[src/rtl/msi_doorbell_frame.sv]
module msi_doorbell_frame #(
  parameter int          BASE_SPI  = 64,
  parameter int          NUM_SPI   = 16,
  parameter int          MODE      = 0,
  parameter int          FIXED_OFS = 0,
  parameter logic [31:0] ID_CODE   = 32'h0002_1C3B,
  parameter int          ADDR_W    = 13
) (
  input  logic               clk,
  input  logic               rst_n,
  input  logic               wr_en,
  input  logic               rd_en,
  input  logic [ADDR_W-1:0]  addr,
  input  logic [31:0]        wdata,
  output logic [31:0]        rdata,
  output logic               ready,
  output logic [NUM_SPI-1:0] irq_out
);

  localparam int IDX_W    = (NUM_SPI > 1) ? $clog2(NUM_SPI) : 1;
  localparam int OFS_VAL  = (FIXED_OFS != 0) ? 32 : BASE_SPI;
  localparam int LAST_SPI = BASE_SPI + NUM_SPI - 1;
  localparam int DESC_OFS = 'h008;
  localparam int FLT_OFS  = 'h010;
  localparam int BELL_OFS = 'h040;
  localparam int ID_OFS   = 'hFCC;
  localparam logic [31:0] DESC_VAL = {6'd0, 10'(BASE_SPI), 6'd0, 10'(NUM_SPI)};

  initial begin
    assert (BASE_SPI >= 32 && NUM_SPI > 0 && BASE_SPI + NUM_SPI <= 1019)
      else $error("spi window parameters out of range");
  end

  logic [32:0]        spi_num;
  logic               bell_hit, in_range, fire, miss;
  logic [IDX_W-1:0]   idx;
  logic [NUM_SPI-1:0] irq_q;
  logic               fault_q, ready_q;
  logic [31:0]        rdata_q, rd_mux;

  always_comb begin
    case (MODE)
      0:       spi_num = {1'b0, wdata};
      1:       spi_num = 33'(OFS_VAL) + {1'b0, wdata};
      default: spi_num = 33'(32) + 33'(addr[ADDR_W-1:3]);
    endcase
  end

  assign bell_hit = wr_en && ((MODE == 2) ? (addr[2:0] == 3'd0)
                                          : (addr == ADDR_W'(BELL_OFS)));
  assign in_range = (spi_num >= 33'(BASE_SPI)) && (spi_num <= 33'(LAST_SPI));
  assign fire     = bell_hit && in_range;
  assign miss     = bell_hit && !in_range;
  assign idx      = IDX_W'(spi_num - 33'(BASE_SPI));

  always_comb begin
    if (addr == ADDR_W'(DESC_OFS))     rd_mux = DESC_VAL;
    else if (addr == ADDR_W'(ID_OFS))  rd_mux = ID_CODE;
    else if (addr == ADDR_W'(FLT_OFS)) rd_mux = {31'd0, fault_q};
    else                               rd_mux = '0;
  end

  always_ff @(posedge clk) begin
    if (!rst_n) begin
      irq_q   <= '0;
      fault_q <= 1'b0;
      ready_q <= 1'b0;
      rdata_q <= '0;
    end else begin
      irq_q   <= fire ? (NUM_SPI'(1) << idx) : '0;
      fault_q <= fault_q | miss;
      ready_q <= wr_en | rd_en;
      rdata_q <= rd_en ? rd_mux : '0;
    end
  end

  assign irq_out = irq_q;
  assign ready   = ready_q;
  assign rdata   = rdata_q;

  p_one_line_r11: assert property (@(posedge clk) disable iff (!rst_n)
    $onehot0(irq_out));

  p_pulse_on_hit_r4: assert property (@(posedge clk) disable iff (!rst_n)
    fire |=> ($countones(irq_out) == 1));

  p_quiet_on_miss_r7: assert property (@(posedge clk) disable iff (!rst_n)
    !fire |=> (irq_out == '0));

  p_fault_sticky_r7: assert property (@(posedge clk) disable iff (!rst_n)
    fault_q |=> fault_q);

  p_fault_rises_r7: assert property (@(posedge clk) disable iff (!rst_n)
    $rose(fault_q) |-> $past(miss));

  p_ack_r10: assert property (@(posedge clk) disable iff (!rst_n)
    (wr_en || rd_en) |=> ready);

  p_no_spurious_ack_r10: assert property (@(posedge clk) disable iff (!rst_n)
    !(wr_en || rd_en) |=> !ready);

endmodule

[config.mk]
export PLATFORM = sky130hd
export DESIGN_NAME = msi_doorbell_frame
export DESIGN_NICKNAME = d
export VERILOG_FILES = /design/src/rtl/msi_doorbell_frame.sv
export SDC_FILE = /design/constraint.sdc
export NUM_CORES = 1
export LEC_CHECK = 0
export ABC_AREA = 1
export BUFFER_PORTS_ARGS = -buffer_cell sky130_fd_sc_hd__buf_2
export CAP_MARGIN = 30
export CORE_ASPECT_RATIO = 2
export CORE_UTILIZATION = 35
export DETAILED_ROUTE_END_ITERATION = 8
export GPL_TIMING_DRIVEN = 0
export PLACE_DENSITY = 0.76
export SETUP_SLACK_MARGIN = 0.3
export SLEW_MARGIN = 20
export SYNTH_ARGS = -nofsm -noshare
export SYNTH_HDL_FRONTEND = slang
export SYNTH_SLANG_ARGS = --single-unit
[constraint.sdc]
create_clock -name clk -period 1.2 [get_ports clk]
set_input_delay 0.06 -clock clk [delete_from_list [all_inputs] [get_ports clk]]
set_output_delay 0.06 -clock clk [all_outputs]
set_load 0.02 [all_outputs]
* Word level (Yosys, flattened, before mapping)
Index checks and enable logic that the tools add are counted.
** Word-level totals
- Bits in registers :: 50
- Input port bits :: 49
- Output and inout bits :: 49
** Cells by class
- $add $sub $neg :: 1
- Magnitude comparators :: 2
- Eq/ne operators :: 4
- Shifts and indexed selects :: 1
- Multiplexer cells :: 3
- Bitwise logic cells :: 4
- Reductions and logical operators :: 9
** Operator list (number)
- $ge 32x7->1 const B :: 1
- $le 32x7->1 const B :: 1
- $mux 23 :: 1
- $mux 18 :: 1
- $shl 1x4->16 const A :: 1
- $eq 13x12->1 const B :: 1
- $eq 13x4->1 const B :: 1
- $eq 13x5->1 const B :: 1
- $eq 13x7->1 const B :: 1
- $logic_and 1x1->1 :: 4
- $reduce_and 2->1 :: 2
- $reduce_or 4->1 :: 1
- $sub 4x1->4 const B :: 1
- $reduce_or 3->1 :: 1
- $not 1->1 :: 2
- $or 1x1->1 :: 2
- $logic_not 1->1 :: 1
- $mux 1 :: 1

* Longest topological paths before layout
- Depth in word-level cells :: 5
- Depth in mapped cells :: 7
- Gate-level depth less buffers :: 7

* Worst setup path before layout
No wires, ideal clock.
- Kind :: input -> register
- Start :: in addr[1]
- End :: reg irq_q[0], in the netlist irq_out[0]
- Arrival time :: 0.796 ns
- Slack :: 0.339 ns
- Stages on the path :: 5
- Path buffers :: 0
- Path through :: nor2_2 nand2_2 nor3_4 nand3_4 nor2_1
** Between the ends
- Cells in the longest elaborated chain, start to end :: 4
** RTL lines
- start: declaration :: RTL line 13 : input logic [ADDR_W-1:0] addr,
- $eq 13x7->1 :: RTL line 50 : : (addr == ADDR_W'(BELL_OFS)));
- $logic_and 1x1->1 :: RTL line 49 : assign bell_hit = wr_en && ((MODE == 2) ? (addr[2:0] == 3'd0)
- $logic_and 1x1->1 :: RTL line 52 : assign fire = bell_hit && in_range;
- $reduce_and 2->1 (no line)
- end signal: assignment :: RTL line 70 : irq_q <= fire ? (NUM_SPI'(1) << idx) : '0;
- end: declaration :: RTL line 37 : logic [NUM_SPI-1:0] irq_q;
Every way passes these cells.
A chain may end at the register's enable or synchronous reset.

==> impl_metrics.toml <==
[critical_path]
path_cells = "buf_6 > buf_6"
cpPeakStageDelay_ns = 0.38
rr_worst_depth = 4
reg2reg_slack_ns = 0.40
path_common_cell = "buf_6"
cp-end-kind = "primary output"
critPathArrivalTime_ns = 0.87
path_max_fanout = 7
crit_family = "flip-flops"
regToRegStartpoint = "fault_q$_SDFF_PN0_"
required_ns = 1.14
timing.critical_path.buf_inv = 2
cpMaxStageDelayCell = "dfxtp_4"
r2r_end = "rdata[0]$_SDFF_PP0_"
critPathKind = "flop to primary output"
startpoint_type = "flop"

[pwr]
seq_power_share_pct = 42.9
leakage_uw = 0.0009608
p_sw_uw = 390.5
pwr-share-clk_pct = 39.7
p_int_uw = 1313
power.density_nw_per_um2 = 933.5
pwr-share-comb_pct = 17.4
ir_drop_mv = 0.7898
p_sw_share_pct = 22.93

[timing]
fin_setup_tns_ns = 0
max_freq_mhz = 1072
whs_ns = 0.01427
min_period_ns = 0.9329
clock_skew_ns = 0.00001782
final-max-slew-violation-count = 0
finalHoldViolCount = 0
fin_crit_sh_pct = 77.74
rsz0062_at_grt = "true"
setup_viol = 0

[placement]
gp_congestion = 0.7360
port-buffer-count = 75
dp_hpwl_um = 2097

[synth]
netlist_area_um2 = 1124
syn_area_per_cell_um2 = 7.541
yosys-top-cells-count = "41 x nor2_1, 28 x buf_4, 22 x dfxtp_1"
async_reset_ff_share_pct = 0
synth_flop_cell = "dfxtp_1"
synth.most_common_cell = "nor2_1"
synth_area_leaders = "dfxtp_1 39%, buf_4 19%, nor2_1 14%"
synth-seq-area-share_pct = 39.20
synth-edff-count = 0
yosys.area.top_type = "dfxtp_1"
yosys_register_bits = 22
synthCells = 149
yosysTopAreaCellShare_pct = 39.20
ys_warn_count = 0
synth_cell_types = 20

[cts]
clkTransAtPathRegs_ns = 0.08
cts_max_path_buffers = 2
htree_levels = 1
cts_root_buffer = "clkbuf_8"
clkLatencyLatePin_ns = 0.25
cts_tree = "yes"
cts_made_buffers = 3
cts_num_sinks = 22

[global_route]
grt_pass1_vias = 1083
grt_max_degree = 14
antenna_found_initial = 0
grt_first_pass_wirelength_um = 4050
track_usage_pct = 14.79
grt_overflow = 0

[drt]
vias = 1180
drt-pass1-iter-count = 4
drc = 0
wl_um = 2567
ant_nets = 0
wl_per_cell_um = 9.168
drtIter0Drc = 3
via_per_inst = 4.214

[finish]
antennaDiodeCount = 0
regArea_um2 = 444.2
fill_cells = 279
final_nets = 300
area_delta_synth_final_pct = 62.36
multi_input_area_um2 = 569.3
drive_gt1_share_pct = 51.20

[floorplanning]
ios = 98
initial_core_util_pct = 37.29
die_w_um = 42.07
dieArea_um2 = 3455
core_um2 = 3013
fp.dieH_um = 82.13
std_cell_rows = 28

[worst_hold_path]
min_path_cells = 3
hold_end = "ready$_SDFF_PN0_"
hp-start = "wr_en"
hp-class = "input pin to flop"

[flow_run]
maxCapViolCount = 0

[run_status]
outcome = "complete, no violations"
## timing repair
item | in CTS | in global routing
gates resized for setup | 20 | 20
hold buffers | 0 | 0
endpoints found under the hold margin | 0 | 0
gates cloned | 0 | 0
endpoints found under the setup margin | 7 | 24
setup buffers | 0 | 1
pin swaps | 0 | 8
## tightest hold or removal path: stages
cell and delay [ns]:
buf_2 0.08, nand2_1 0.05, nand2_1 0.05
## per-layer routing
layer / track usage [%] / routed length, µm / vias to the layer above
met4: 7.813 / 46 / 0
met1: 12.37 / 797 / 495
met5: 0 / 0 / -
li1: - / - / 620
met2: 32.50 / 1555 / 61
met3: 0.8696 / 167 / 4
## metrics by stage
| stage | power, µW | cell area, µm² | util, % | setup WS (ns) | instances |
|---|---|---|---|---|---|
| after global routing | 1760 | 1824 | 60.55 | 0.2311 | 280 |
| after CTS | 1678 | 1750 | 58.10 | 0.2659 | 279 |
| after floorplan | 921.1 | 1202 | - | 0.3389 | 170 |
| after global placement | 1018 | 1615 | 53.61 | 0.09472 | 275 |
| final | 1703 | 1824 | 60.55 | 0.2671 | 280 |
| after detailed placement | 1022 | 1615 | 53.61 | 0.05105 | 275 |
## cell usage in the layout, fill, tap and decap left out
cell type  count
nand3_2        1
nor2_1        33
nand2_2        2
nand3_4        2
o21ai_0        1
nand3_1        9
clkbuf_8       3
o21bai_1       1
nand3b_1       1
buf_6         15
nand2_1       18
dfxtp_4        1
a21oi_1        2
nor3_2         1
bufinv_16      1
inv_1          8
dfxtp_1       21
nor2_2         7
or2_0          1
buf_2         66
conb_1        22
nor2_4         5
nand4_1        4
nor3_1         1
nor3_4         1
buf_4         23
## kinds of logic after synthesis
| group | synth area share, % |
|---|---|
| AOI/OAI and AO/OA | 2.004 |
| buffers and inverters | 21.38 |
| DFF | 39.20 |
| other | 0.3338 |
| and+or+nand+nor | 37.08 |
## worst max-delay path by stage
stage | startpoint | end | slack, ns | depth (start not counted)
floorplan | addr[1] | irq_out[0]$_SDFF_PP0_ | 0.34 | 5
global placement | addr[12] | irq_out[10]$_SDFF_PN0_ | 0.09 | 6
detailed placement | addr[12] | irq_out[0]$_SDFF_PP0_ | 0.05 | 6
CTS | rdata[12]$_SDFF_PP0_ | rdata[11] | 0.27 | 2
global route | rdata[12]$_SDFF_PP0_ | rdata[3] | 0.23 | 2
finish | rdata[12]$_SDFF_PP0_ | rdata[3] | 0.27 | 2
## flip-flops by register name (all words and copies together), names as in the netlist
| name | flops |
|---|---|
| rdata | 4 |
| irq_out | 16 |
| fault_q | 1 |
| ready | 1 |
## power by group through the flow
stage | Clock [µW] | Sequential, µW | Combinational (µW)
2_1_floorplan | 0 | 753 | 168
3_3_place_gp | 0 | 750 | 269
3_5_place_dp | 0 | 750 | 272
4_1_cts | 675 | 730 | 273
5_1_grt | 704 | 730 | 325
6_report | 676 | 730 | 297
## area by class of cell
cell class / instances / share of cell area, %
timing repair buffer: 76 / 24.07
multi-input combinational: 112 / 31.21
inverter: 8 / 1.646
clock inverter: 1 / 1.646
sequential: 22 / 24.35
buffer: 28 / 12.76
tap: 30 / 2.058
clock buffer: 3 / 2.263
Power figures use the tool's default switching activity.
